**config.mk**
```make
export PLATFORM = sky130hd
export DESIGN_NAME = cc_gen
export DESIGN_NICKNAME = d
export VERILOG_FILES = /design/src/rtl/cc_gen_pkg.sv /design/src/rtl/cc_order_unit.sv /design/src/rtl/cc_arith_unit.sv /design/src/rtl/cc_unary_unit.sv /design/src/rtl/cc_gen.sv
export SDC_FILE = /design/constraint.sdc
export NUM_CORES = 1
export LEC_CHECK = 0
export BUFFER_PORTS_ARGS = -buffer_cell sky130_fd_sc_hd__buf_2
export CAP_MARGIN = 20
export CORE_MARGIN = 3
export CORE_UTILIZATION = 45
export CTS_BUF_LIST = sky130_fd_sc_hd__clkbuf_2
export DETAILED_ROUTE_END_ITERATION = 7
export GPL_ROUTABILITY_DRIVEN = 0
export GPL_TIMING_DRIVEN = 0
export PLACE_DENSITY_LB_ADDON = 0.25
export REMOVE_ABC_BUFFERS = 1
export SLEW_MARGIN = 25
export SYNTH_ARGS = -nofsm -noshare
export SYNTH_HDL_FRONTEND = slang
export SYNTH_SLANG_ARGS = --single-unit
```
**constraint.sdc**
```tcl
create_clock -name clk -period 1 [get_ports clk]
set_input_delay 0.2 -clock clk [delete_from_list [all_inputs] [get_ports clk]]
set_output_delay 0.2 -clock clk [all_outputs]
set_load 0.03 [all_outputs]
```
**src/rtl/cc_gen_pkg.sv**
```systemverilog
package cc_gen_pkg;
   localparam int CC_SEL_PASS_LAST = 3;
   localparam int CC_SEL_TSTZ_N    = 4;
   localparam int CC_SEL_TSTZ_F    = 5;
   localparam int CC_SEL_CMPS_N    = 6;
   localparam int CC_SEL_CMPS_F    = 7;
   localparam int CC_SEL_CMPU_N    = 8;
   localparam int CC_SEL_CMPU_F    = 9;
   localparam int CC_SEL_NZ        = 10;
   localparam int CC_SEL_ADDS_N    = 11;
   localparam int CC_SEL_ADDS_F    = 12;
   localparam int CC_SEL_ADDU_N    = 13;
   localparam int CC_SEL_ADDU_F    = 14;
   localparam int CC_SEL_SUBS_N    = 15;
   localparam int CC_SEL_SUBS_F    = 16;
   localparam int CC_SEL_SUBU_N    = 17;
   localparam int CC_SEL_SUBU_F    = 18;
   localparam int CC_SEL_ABS_N     = 19;
   localparam int CC_SEL_ABS_F     = 20;
   localparam int CC_SEL_NABS_N    = 21;
   localparam int CC_SEL_NABS_F    = 22;
   localparam int CC_SEL_NEG_N     = 23;
   localparam int CC_SEL_NEG_F     = 24;
   localparam int CC_SEL_LAST      = 24;

   typedef struct packed {
      logic [1:0] cmp_s;
      logic [1:0] cmp_u;
      logic [1:0] tstz;
      logic [1:0] add_s;
      logic [1:0] add_u;
      logic [1:0] sub_s;
      logic [1:0] sub_u;
      logic [1:0] abs_v;
      logic [1:0] nabs_v;
      logic [1:0] neg_v;
   } lane_codes_t;
endpackage

```
**src/rtl/cc_order_unit.sv**
```systemverilog
module cc_order_unit #(
   parameter int W = 64
) (
   input  logic [W-1:0] x,
   input  logic [W-1:0] y,
   output logic [1:0]   code_s,
   output logic [1:0]   code_u
);
   logic same, below_s, below_u;

   assign same    = (x == y);
   assign below_s = ($signed(x) < $signed(y));
   assign below_u = (x < y);

   always_comb begin
      if (same)         code_s = 2'd0;
      else if (below_s) code_s = 2'd1;
      else              code_s = 2'd2;
      if (same)         code_u = 2'd0;
      else if (below_u) code_u = 2'd1;
      else              code_u = 2'd2;
   end


   always_comb begin
      if (same) begin
         equal_zero_chk: assert (code_s == 2'd0 && code_u == 2'd0);
      end
   end
endmodule

```
**src/rtl/cc_arith_unit.sv**
```systemverilog
module cc_arith_unit #(
   parameter int W = 64
) (
   input  logic [W-1:0] a,
   input  logic [W-1:0] b,
   input  logic [W-1:0] r,
   output logic [1:0]   add_s,
   output logic [1:0]   add_u,
   output logic [1:0]   sub_s,
   output logic [1:0]   sub_u
);
   logic a_pos, a_neg, b_pos, b_neg, r_pos, r_neg, r_nz;
   logic ovf_add, ovf_sub, carry, no_borrow;
   logic [1:0] sign_code;

   assign a_neg = a[W-1];
   assign b_neg = b[W-1];
   assign r_neg = r[W-1];
   assign a_pos = !a[W-1] && (|a);
   assign b_pos = !b[W-1] && (|b);
   assign r_nz  = |r;
   assign r_pos = !r[W-1] && r_nz;

   assign ovf_add   = (a_pos && b_pos && r_neg) || (a_neg && b_neg && r_pos);
   assign ovf_sub   = (a_pos && b_neg && r_neg) || (a_neg && b_pos && r_pos);
   assign carry     = (r < a) || (r < b);
   assign no_borrow = (a >= b);

   always_comb begin
      if (!r_nz)      sign_code = 2'd0;
      else if (r_neg) sign_code = 2'd1;
      else            sign_code = 2'd2;
      add_s = ovf_add ? 2'd3 : sign_code;
      sub_s = ovf_sub ? 2'd3 : sign_code;
      add_u = {carry, r_nz};
      sub_u = {no_borrow, r_nz};
   end


   always_comb begin
      if (!r_nz) begin
         zero_no_overflow_chk: assert (add_s == 2'd0 && sub_s == 2'd0);
      end
   end
endmodule

```
**src/rtl/cc_unary_unit.sv**
```systemverilog
module cc_unary_unit #(
   parameter int W = 64
) (
   input  logic [W-1:0] r,
   output logic [1:0]   abs_v,
   output logic [1:0]   nabs_v,
   output logic [1:0]   neg_v
);
   localparam logic [W-1:0] MOST_NEG = {1'b1, {(W-1){1'b0}}};

   logic is_min, is_zero;

   assign is_min  = (r == MOST_NEG);
   assign is_zero = (r == '0);

   always_comb begin
      if (is_min)       abs_v = 2'd3;
      else if (is_zero) abs_v = 2'd0;
      else              abs_v = 2'd2;
      nabs_v = is_zero ? 2'd0 : 2'd1;
      if (is_min)       neg_v = 2'd3;
      else if (r[W-1])  neg_v = 2'd1;
      else if (is_zero) neg_v = 2'd0;
      else              neg_v = 2'd2;
   end


   always_comb begin
      if (is_min) begin
         most_neg_chk: assert (abs_v == 2'd3 && neg_v == 2'd3 && nabs_v == 2'd1);
      end
   end
endmodule

```
**src/rtl/cc_gen.sv**
```systemverilog
module cc_gen #(
   parameter int DATA_W = 64,
   parameter int OP_W   = 5
) (
   input  logic              clk,
   input  logic              rst_n,
   input  logic              in_valid,
   input  logic [OP_W-1:0]   op,
   input  logic [DATA_W-1:0] opnd_a,
   input  logic [DATA_W-1:0] opnd_b,
   input  logic [DATA_W-1:0] opnd_r,
   output logic [1:0]        cc,
   output logic              illegal
);
   import cc_gen_pkg::*;

   localparam int HALF_W = DATA_W / 2;
   localparam int LANES  = 2;

   generate
      if (DATA_W < 8 || (DATA_W % 2) != 0) begin : g_bad_width
         $error("cc_gen: DATA_W must be even and at least 8");
      end
      if (OP_W < 5) begin : g_bad_op
         $error("cc_gen: OP_W must hold selectors up to 31");
      end
   endgenerate

   lane_codes_t lane [LANES];

   // lane 0 is the narrow form, lane 1 the full width
   for (genvar g = 0; g < LANES; g++) begin : g_lane
      localparam int LW = (g == 0) ? HALF_W : DATA_W;

      cc_order_unit #(.W(LW)) u_cmp (
         .x(opnd_a[LW-1:0]), .y(opnd_b[LW-1:0]),
         .code_s(lane[g].cmp_s), .code_u(lane[g].cmp_u)
      );

      logic [1:0] tstz_u_unused;
      cc_order_unit #(.W(LW)) u_tstz (
         .x(opnd_r[LW-1:0]), .y({LW{1'b0}}),
         .code_s(lane[g].tstz), .code_u(tstz_u_unused)
      );

      cc_arith_unit #(.W(LW)) u_arith (
         .a(opnd_a[LW-1:0]), .b(opnd_b[LW-1:0]), .r(opnd_r[LW-1:0]),
         .add_s(lane[g].add_s), .add_u(lane[g].add_u),
         .sub_s(lane[g].sub_s), .sub_u(lane[g].sub_u)
      );

      cc_unary_unit #(.W(LW)) u_unary (
         .r(opnd_r[LW-1:0]),
         .abs_v(lane[g].abs_v), .nabs_v(lane[g].nabs_v), .neg_v(lane[g].neg_v)
      );
   end

   logic [1:0] cc_d;
   logic       ill_d;
   logic [1:0] nz_code;

   assign nz_code = (|opnd_r) ? 2'd1 : 2'd0;

   always_comb begin
      cc_d  = 2'd0;
      ill_d = 1'b0;
      if (op <= OP_W'(CC_SEL_PASS_LAST)) begin
         cc_d = op[1:0];
      end else begin
         case (op)
            OP_W'(CC_SEL_TSTZ_N): cc_d = lane[0].tstz;
            OP_W'(CC_SEL_TSTZ_F): cc_d = lane[1].tstz;
            OP_W'(CC_SEL_CMPS_N): cc_d = lane[0].cmp_s;
            OP_W'(CC_SEL_CMPS_F): cc_d = lane[1].cmp_s;
            OP_W'(CC_SEL_CMPU_N): cc_d = lane[0].cmp_u;
            OP_W'(CC_SEL_CMPU_F): cc_d = lane[1].cmp_u;
            OP_W'(CC_SEL_NZ):     cc_d = nz_code;
            OP_W'(CC_SEL_ADDS_N): cc_d = lane[0].add_s;
            OP_W'(CC_SEL_ADDS_F): cc_d = lane[1].add_s;
            OP_W'(CC_SEL_ADDU_N): cc_d = lane[0].add_u;
            OP_W'(CC_SEL_ADDU_F): cc_d = lane[1].add_u;
            OP_W'(CC_SEL_SUBS_N): cc_d = lane[0].sub_s;
            OP_W'(CC_SEL_SUBS_F): cc_d = lane[1].sub_s;
            OP_W'(CC_SEL_SUBU_N): cc_d = lane[0].sub_u;
            OP_W'(CC_SEL_SUBU_F): cc_d = lane[1].sub_u;
            OP_W'(CC_SEL_ABS_N):  cc_d = lane[0].abs_v;
            OP_W'(CC_SEL_ABS_F):  cc_d = lane[1].abs_v;
            OP_W'(CC_SEL_NABS_N): cc_d = lane[0].nabs_v;
            OP_W'(CC_SEL_NABS_F): cc_d = lane[1].nabs_v;
            OP_W'(CC_SEL_NEG_N):  cc_d = lane[0].neg_v;
            OP_W'(CC_SEL_NEG_F):  cc_d = lane[1].neg_v;
            default:              ill_d = 1'b1;
         endcase
      end
   end

   always_ff @(posedge clk or negedge rst_n) begin
      if (!rst_n) begin
         cc      <= 2'd0;
         illegal <= 1'b0;
      end else if (in_valid) begin
         cc      <= cc_d;
         illegal <= ill_d;
      end
   end


   pass_thru_chk: assert property (@(posedge clk) disable iff (!rst_n)
      (in_valid && op <= OP_W'(CC_SEL_PASS_LAST)) |=> (cc == $past(op[1:0]) && !illegal));


   bad_sel_chk: assert property (@(posedge clk) disable iff (!rst_n)
      (in_valid && op > OP_W'(CC_SEL_LAST)) |=> (illegal && cc == 2'd0));


   good_sel_chk: assert property (@(posedge clk) disable iff (!rst_n)
      (in_valid && op <= OP_W'(CC_SEL_LAST)) |=> !illegal);


   hold_idle_chk: assert property (@(posedge clk) disable iff (!rst_n)
      !in_valid |=> ($stable(cc) && $stable(illegal)));
endmodule

```
==> results of run 1 <==
per-layer routing:
| layer | GRT usage, % | vias up |
|---|---|---|
| li1 | - | 3552 |
| met2 | 48.26 | 282 |
| met5 | 0 | - |
| met4 | 5.225 | 0 |
| met1 | 37.60 | 3252 |
| met3 | 1.871 | 33 |
cell families after synthesis:
logic type / Yosys count / synth area share, %
compound gates: 194 / 21.18
simple gates: 274 / 25.62
buf+inv: 149 / 9.663
flops: 3 / 1.280
xor+xnor: 4 / 0.5974
mux: 4 / 0.7039
fa+ha+maj: 192 / 40.96
through the flow:
| stage | total power [µW] | hold WS [ns] | setup WS (ns) |
|---|---|---|---|
| 6_report | 3498 | 0.2634 | -1.479 |
| 5_1_grt | 3891 | 0.2845 | -1.543 |
| 4_1_cts | 3344 | 0.2612 | -1.454 |
| 3_5_place_dp | 2872 | -0.003241 | -2.207 |
| 3_3_place_gp | 2834 | -0.003464 | -2.234 |
| 2_1_floorplan | 1727 | -0.09559 | -1.720 |
critical path: cells and delay by family:
kind                     cells  cell delay [ns]
AO/OA/AOI/OAI                8             1.96
adder cells (fa/ha/maj)      1             0.30
buffers and inverters        2             0.16
power by group through the flow:
stage | Clock [µW] | Sequential (µW) | Combinational, µW
CTS | 169 | 149 | 3030
detailed placement | 0 | 150 | 2720
finish | 167 | 149 | 3180
global placement | 0 | 149 | 2680
global route | 180 | 150 | 3560
floorplan | 0 | 182 | 1550
timing repair:
| action | CTS | global route |
|---|---|---|
| endpoints found under the hold margin | 3 | 0 |
| buffers inserted | 19 | 4 |
| hold buffers | 1 | 0 |
| resized for setup | 96 | 25 |
| pin swaps | 40 | 16 |
| setup endpoints to repair | 2 | 2 |
how the worst min path moves through the flow:
stage | startpoint | slack (ns) | end | depth (start not counted)
2_1_floorplan | rst_n | -0.1 | cc[0]$_DFFE_PN0P_ | 0
3_3_place_gp | rst_n | -0.003 | illegal$_DFFE_PN0P_ | 1
3_5_place_dp | rst_n | -0.003 | illegal$_DFFE_PN0P_ | 1
4_1_cts | in_valid | 0.26 | illegal$_DFFE_PN0P_ | 2
5_1_grt | in_valid | 0.28 | illegal$_DFFE_PN0P_ | 2
6_report | in_valid | 0.26 | illegal$_DFFE_PN0P_ | 2
final cells by class:
cell class | count | area (µm²) | share of cell area (%)
Tap cell | 172 | 215.2 | 2.728
Inverter | 140 | 540.5 | 6.851
Timing Repair Buffer | 226 | 1301 | 16.49
Clock buffer | 4 | 20.02 | 0.2537
Multi-Input combinational cell | 668 | 5738 | 72.72
Sequential cell | 3 | 75.07 | 0.9515
cell usage in the layout, fill, tap and decap left out, drive strengths merged, types with 3 or more instances in the layout:
| cell | count |
|---|---|
| nor2b | 3 |
| o22ai | 3 |
| nor4 | 63 |
| o211ai | 4 |
| a211oi | 6 |
| nor2 | 30 |
| clkbuf | 4 |
| a2111o | 4 |
| a211o | 4 |
| mux2i | 3 |
| nand2b | 9 |
| or4 | 3 |
| nand2 | 59 |
| nor3 | 17 |
| a31oi | 5 |
| a41oi | 3 |
| buf | 225 |
| dfrtp | 3 |
| a221oi | 3 |
| nand4 | 44 |
| and2 | 3 |
| nor3b | 3 |
| a21boi | 3 |
| o41ai | 4 |
| ha | 192 |
| a22oi | 4 |
| o21ai | 32 |
| inv | 140 |
| o21a | 4 |
| a21oi | 79 |
| and4 | 5 |
| a21o | 17 |
| nand3 | 24 |
| o31a | 3 |
flip-flops by register name, summed over array words and instances (netlist names):
name     cells
cc           2
illegal      1
==> impl_metrics.env, run 1 <==
export IMPL_track_usage_pct=27.60
export IMPL_r2r_start="cc[0]$_DFFE_PN0P_"
export IMPL_hpwl_mm=17.58
export IMPL_period_share_pct=247.9
export IMPL_violations="negative setup slack"
export IMPL_final_cells=1213
export IMPL_ir_drop_uv=238.3
export IMPL_synth_async_sr_flop_share_pct=100.0
export IMPL_grt_overflow_total=0
export IMPL_status="finished, violations left"
export IMPL_internal_power_uw=1640
export IMPL_ys_dominant_reg_cell="dfrtp_1"
export IMPL_hold_viol=0
export IMPL_finalClockSkew_ns=0
export IMPL_vias=7119
export IMPL_fmax_ghz=0.4034
export IMPL_clockBufferDepth=2
export IMPL_crit_start="opnd_a[7]"
export IMPL_via_per_inst=5.869
export IMPL_die_w_um=120.2
export IMPL_nNetsFinal=1434
export IMPL_wl_met2_mm=9.917
export IMPL_ys_top_cells_by_area="ha_1, inv_1, a21oi_1, nor4_1, nand4_1"
export IMPL_cts_tree="built"
export IMPL_grt_pass1_wl_mm=33.18
export IMPL_routedWlPerCell_um=17.45
export IMPL_crit_top_cell="a2111o_1"
export IMPL_fill_cells=1151
export IMPL_r2r_cells=2
export IMPL_met3_length_mm=1.432
export IMPL_power_leakage_uw=0.004075
export IMPL_start_kind="primary input"
export IMPL_dieArea_um2=14440
export IMPL_synth_edf_count=0
export IMPL_r2r_slack_ns=0.27
export IMPL_cts_buffers_inserted=3
export IMPL_root_buffer="clkbuf_2"
export IMPL_antenna_found_initial=0
export IMPL_syn_cell_area_um2=5866
export IMPL_r2r_end="cc[0]$_DFFE_PN0P_"
export IMPL_die_y_um=120.2
export IMPL_n_antenna_cell=0
export IMPL_dr_pass1_iters=5
export IMPL_slew_headroom_pct=60.28
export IMPL_critical_path_max_stage_delay_ns=0.48
export IMPL_syn2layout_area_growth_pct=34.51
export IMPL_arrival_ns=2.62
export IMPL_yosysTopAreaCell="ha_1"
export IMPL_grt_pass1_vias=6920
export IMPL_crit_fanout=3
export IMPL_clk_pin_slew_ns=0.04
export IMPL_worst_ep_required_time_ns=1.14
export IMPL_slew_viol_final=0
export IMPL_final_area_um2=7890
export IMPL_grt_max_degree=23
export IMPL_initial_core_util_pct=46.29
export IMPL_ys_seq_elements=3
export IMPL_clk_latency_ns=0.20
export IMPL_top_layer="met4"
export IMPL_wirelength_mm=21.17
export IMPL_synthCells=820
export IMPL_boundaryPins=203
export IMPL_place_area_um2=7051
export IMPL_port_buffers=202
export IMPL_critPathSlowestCell="a2111o_1"
export IMPL_switchingPower_uw=1858
export IMPL_cp_cell_sequence="buf_2, inv_1, ha_1, a21oi_1, o21a_1, o221ai_2, a2111o_1, a211o_1, a211oi_2, a2111o_1, o22a_2"
export IMPL_grt_setup_unrepaired="yes"
export IMPL_drive_gt1_share_pct=30.36
export IMPL_share_seq_of_total_power_pct=4.2
export IMPL_drt_iter0_drc=387
export IMPL_drv_cap=0
export IMPL_worst_pin_slew_ns=0.5957
export IMPL_synth_warnings=0
export IMPL_htreeDepth=1
export IMPL_setup_viol=2
export IMPL_cts_sinks=3
export IMPL_powerDensity_nw_per_um2=443.3
export IMPL_critPathCapture="cc[1]$_DFFE_PN0P_"
export IMPL_netlist_cell_type_count=66
export IMPL_final_util_pct=62.27
export IMPL_yosysSeqAreaShare_pct=1.280
export IMPL_ant_nets=0
export IMPL_hold_path_class="in2reg"
export IMPL_tns_ns=-2.863
export IMPL_syn_area_per_cell_um2=7.153
export IMPL_wl_met1_mm=9.446
export IMPL_post_route_min_period_ns=2.479
export IMPL_core_area_um2=12670
export IMPL_combPwrFrac_pct=91.0
export IMPL_num_rows=41
export IMPL_drc=0
export IMPL_path_class="in2reg"
export IMPL_yosys_top_cells_count="ha_1, inv_1, a21oi_1"
export IMPL_setup_slack_ns=-1.479
export IMPL_synth_top_area_share_pct=40.96
export IMPL_cp_end_kind="flip-flop"
export IMPL_clockPowerShare_pct=4.8
export IMPL_numPlacedInstances=1185
export IMPL_yosysMostFrequentCell="ha_1"
export IMPL_power_share_switching_pct=53.11
Power figures use the tool's default switching activity.
==> inputs of run 2 (changes only) <==
--- a/config.mk
+++ b/config.mk
@@ -7,9 +7,10 @@
 export LEC_CHECK = 0
 export BUFFER_PORTS_ARGS = -buffer_cell sky130_fd_sc_hd__buf_2
 export CAP_MARGIN = 20
+export CORE_ASPECT_RATIO = 0.7
 export CORE_MARGIN = 3
 export CORE_UTILIZATION = 45
-export CTS_BUF_LIST = sky130_fd_sc_hd__clkbuf_2
+export CTS_BUF_LIST = sky130_fd_sc_hd__clkbuf_16
 export DETAILED_ROUTE_END_ITERATION = 7
 export GPL_ROUTABILITY_DRIVEN = 0
 export GPL_TIMING_DRIVEN = 0
==> run 2 against run 1 <==
The flow still finishes with violations (negative setup slack). Design area is 0.46% higher. Clock skew stayed put. Global-route usage is 0.79 points higher. Die area is 0.15% higher. Combinational power hardly changed. Clock power grew to 3.7 times the previous value. Largest cell class unchanged. Highest routed layer unchanged.
==> impl_metrics.env, run 2 (synthesis gave the netlist of run 1 again) <==
export IMPL_status="finished, violations left"
export IMPL_violations="negative setup slack"
export IMPL_via_per_inst=5.952
export IMPL_post_route_min_period_ns=2.560
export IMPL_wl_met1_mm=10.89
export IMPL_wl_met2_mm=8.495
export IMPL_fmax_ghz=0.3906
export IMPL_holdWs_ns=0.2756
export IMPL_largest_reg_flops=2
export IMPL_grt_pass1_wl_mm=33.80
export IMPL_post_place_ws_ns=-2.086
export IMPL_worst_ep_required_time_ns=1.10
export IMPL_worst_pin_slew_ns=0.7709
export IMPL_dieArea_um2=14460
export IMPL_clockBufferDepth=2
export IMPL_routedWlPerCell_um=18.00
export IMPL_cts_tree="built"
export IMPL_period_share_pct=256.0
export IMPL_grt_overflow_total=0
export IMPL_hold_path_class="in2reg"
export IMPL_cts_buffers_inserted=3
export IMPL_hold_viol=0
export IMPL_root_buffer="clkbuf_16"
export IMPL_power_uw=3962
export IMPL_top_register="cc"
export IMPL_drive_gt1_share_pct=29.25
export IMPL_cp_end_kind="flip-flop"
export IMPL_nNetsFinal=1429
export IMPL_ir_drop_uv=562.0
export IMPL_setup_slack_ns=-1.560
export IMPL_die_y_um=101.5
export IMPL_ant_nets=0
export IMPL_setup_viol=2
export IMPL_htreeDepth=1
export IMPL_clk_pin_slew_ns=0.03
export IMPL_powerDensity_nw_per_um2=499.9
export IMPL_cts_sinks=3
export IMPL_core_area_um2=12590
export IMPL_antenna_found_initial=0
export IMPL_final_area_um2=7926
export IMPL_grt_max_degree=23
export IMPL_slew_viol_final=0
export IMPL_met3_length_mm=1.991
export IMPL_die_w_um=142.5
export IMPL_initial_core_util_pct=46.58
export IMPL_boundaryPins=203
export IMPL_syn2layout_area_growth_pct=35.13
export IMPL_wirelength_mm=21.57
export IMPL_slew_headroom_pct=48.13
export IMPL_vias=7131
export IMPL_clk_latency_ns=0.22
export IMPL_start_kind="primary input"
export IMPL_arrival_ns=2.66
export IMPL_num_rows=34
export IMPL_track_usage_pct=28.39
export IMPL_finalClockSkew_ns=0
export IMPL_final_cell_mix="buf_2, ha_1, inv_1"
export IMPL_path_class="in2reg"
export IMPL_place_area_um2=7038
export IMPL_top_layer="met4"
export IMPL_drc=0
export IMPL_drv_cap=0
export IMPL_hpwl_mm=18.28
export IMPL_grt_pass1_vias=6668
export IMPL_final_util_pct=62.95
export IMPL_largest_registers="cc (2), illegal (1)"
export IMPL_power_leakage_uw=0.004089
export IMPL_n_antenna_cell=0
export IMPL_crit_fanout=3
export IMPL_drt_iter0_drc=560
export IMPL_port_buffers=202
export IMPL_grt_setup_unrepaired="yes"
export IMPL_dr_pass1_iters=5
export IMPL_final_common_cell="buf_2"
[run 2: cell types whose count changed in the layout (fill, tap and decap cells not counted), moves of 3 or more]
cell	delta
buf_2	-8
buf_8	+3
clkbuf_2	-4
inv_2	-9
inv_4	+5
clkbuf_16	+3
inv_1	+6
[run 2: path summary, 6_finish.rpt]
kind	from	to	slack [ns]	cells after the start
max	opnd_a[15]	cc[1]$_DFFE_PN0P_	-1.56	11
min	in_valid	illegal$_DFFE_PN0P_	0.28	2
max reg2reg	cc[0]$_DFFE_PN0P_	cc[0]$_DFFE_PN0P_	0.25	2
min reg2reg	illegal$_DFFE_PN0P_	illegal$_DFFE_PN0P_	0.54	2
max in group asynchronous	rst_n	cc[1]$_DFFE_PN0P_	0.57	2
min in group asynchronous	rst_n	illegal$_DFFE_PN0P_	0.32	2
[run 2: repair_timing]
| action | 4_1_cts | 5_1_grt |
|---|---|---|
| endpoints found under the hold margin | 3 | 0 |
| hold buffers | 1 | 0 |
| pin swaps | 35 | 21 |
| setup buffers | 15 | 3 |
| cloned | 0 | 0 |
| endpoints found under the setup margin | 2 | 3 |
| resized for setup | 94 | 38 |
[run 2: through the flow]
step | TNS [ns] | instances
3_3_place_gp | -3.811 | 1175
5_1_grt | -2.965 | 1198
3_5_place_dp | -3.829 | 1175
2_1_floorplan | -3.070 | 811
6_report | -2.838 | 1198
4_1_cts | -2.758 | 1195
[run 2: critical path: stages]
cell and delay [ns]:
buf_8 0.09, inv_4 0.03, ha_4 0.26, nand4_1 0.20, or4_4 0.49, a211oi_4 0.26
a2111o_1 0.14, a211o_1 0.22, a211oi_2 0.11, a2111o_1 0.43, o22a_2 0.23
[run 2: layout make-up]
type,instances,area (µm²)
Clock buffer,3,75.07
Clock inverter,1,3.754
Fill cell,1124,4666
Inverter,140,548.0
Multi-Input combinational cell,668,5715
Sequential cell,3,75.07
Tap cell,162,202.7
Timing Repair Buffer,221,1306
[run 2: metal layers]
layer	global-route usage (%)	up-vias
li1	-	3536
met1	45.93	3239
met2	40.62	334
met3	3.728	22
met4	2.411	0
met5	0	-
[run 2: power by group]
| part | switching [µW] | internal (µW) | leakage, µW | total, µW |
|---|---|---|---|---|
| logic | 1790 | 1400 | 0.00401 | 3190 |
| registers | 9.96 | 139 | 0.0000360 | 149 |
| clock network | 105 | 515 | 0.0000423 | 620 |
| total | 1910 | 2060 | 0.00409 | 3960 |
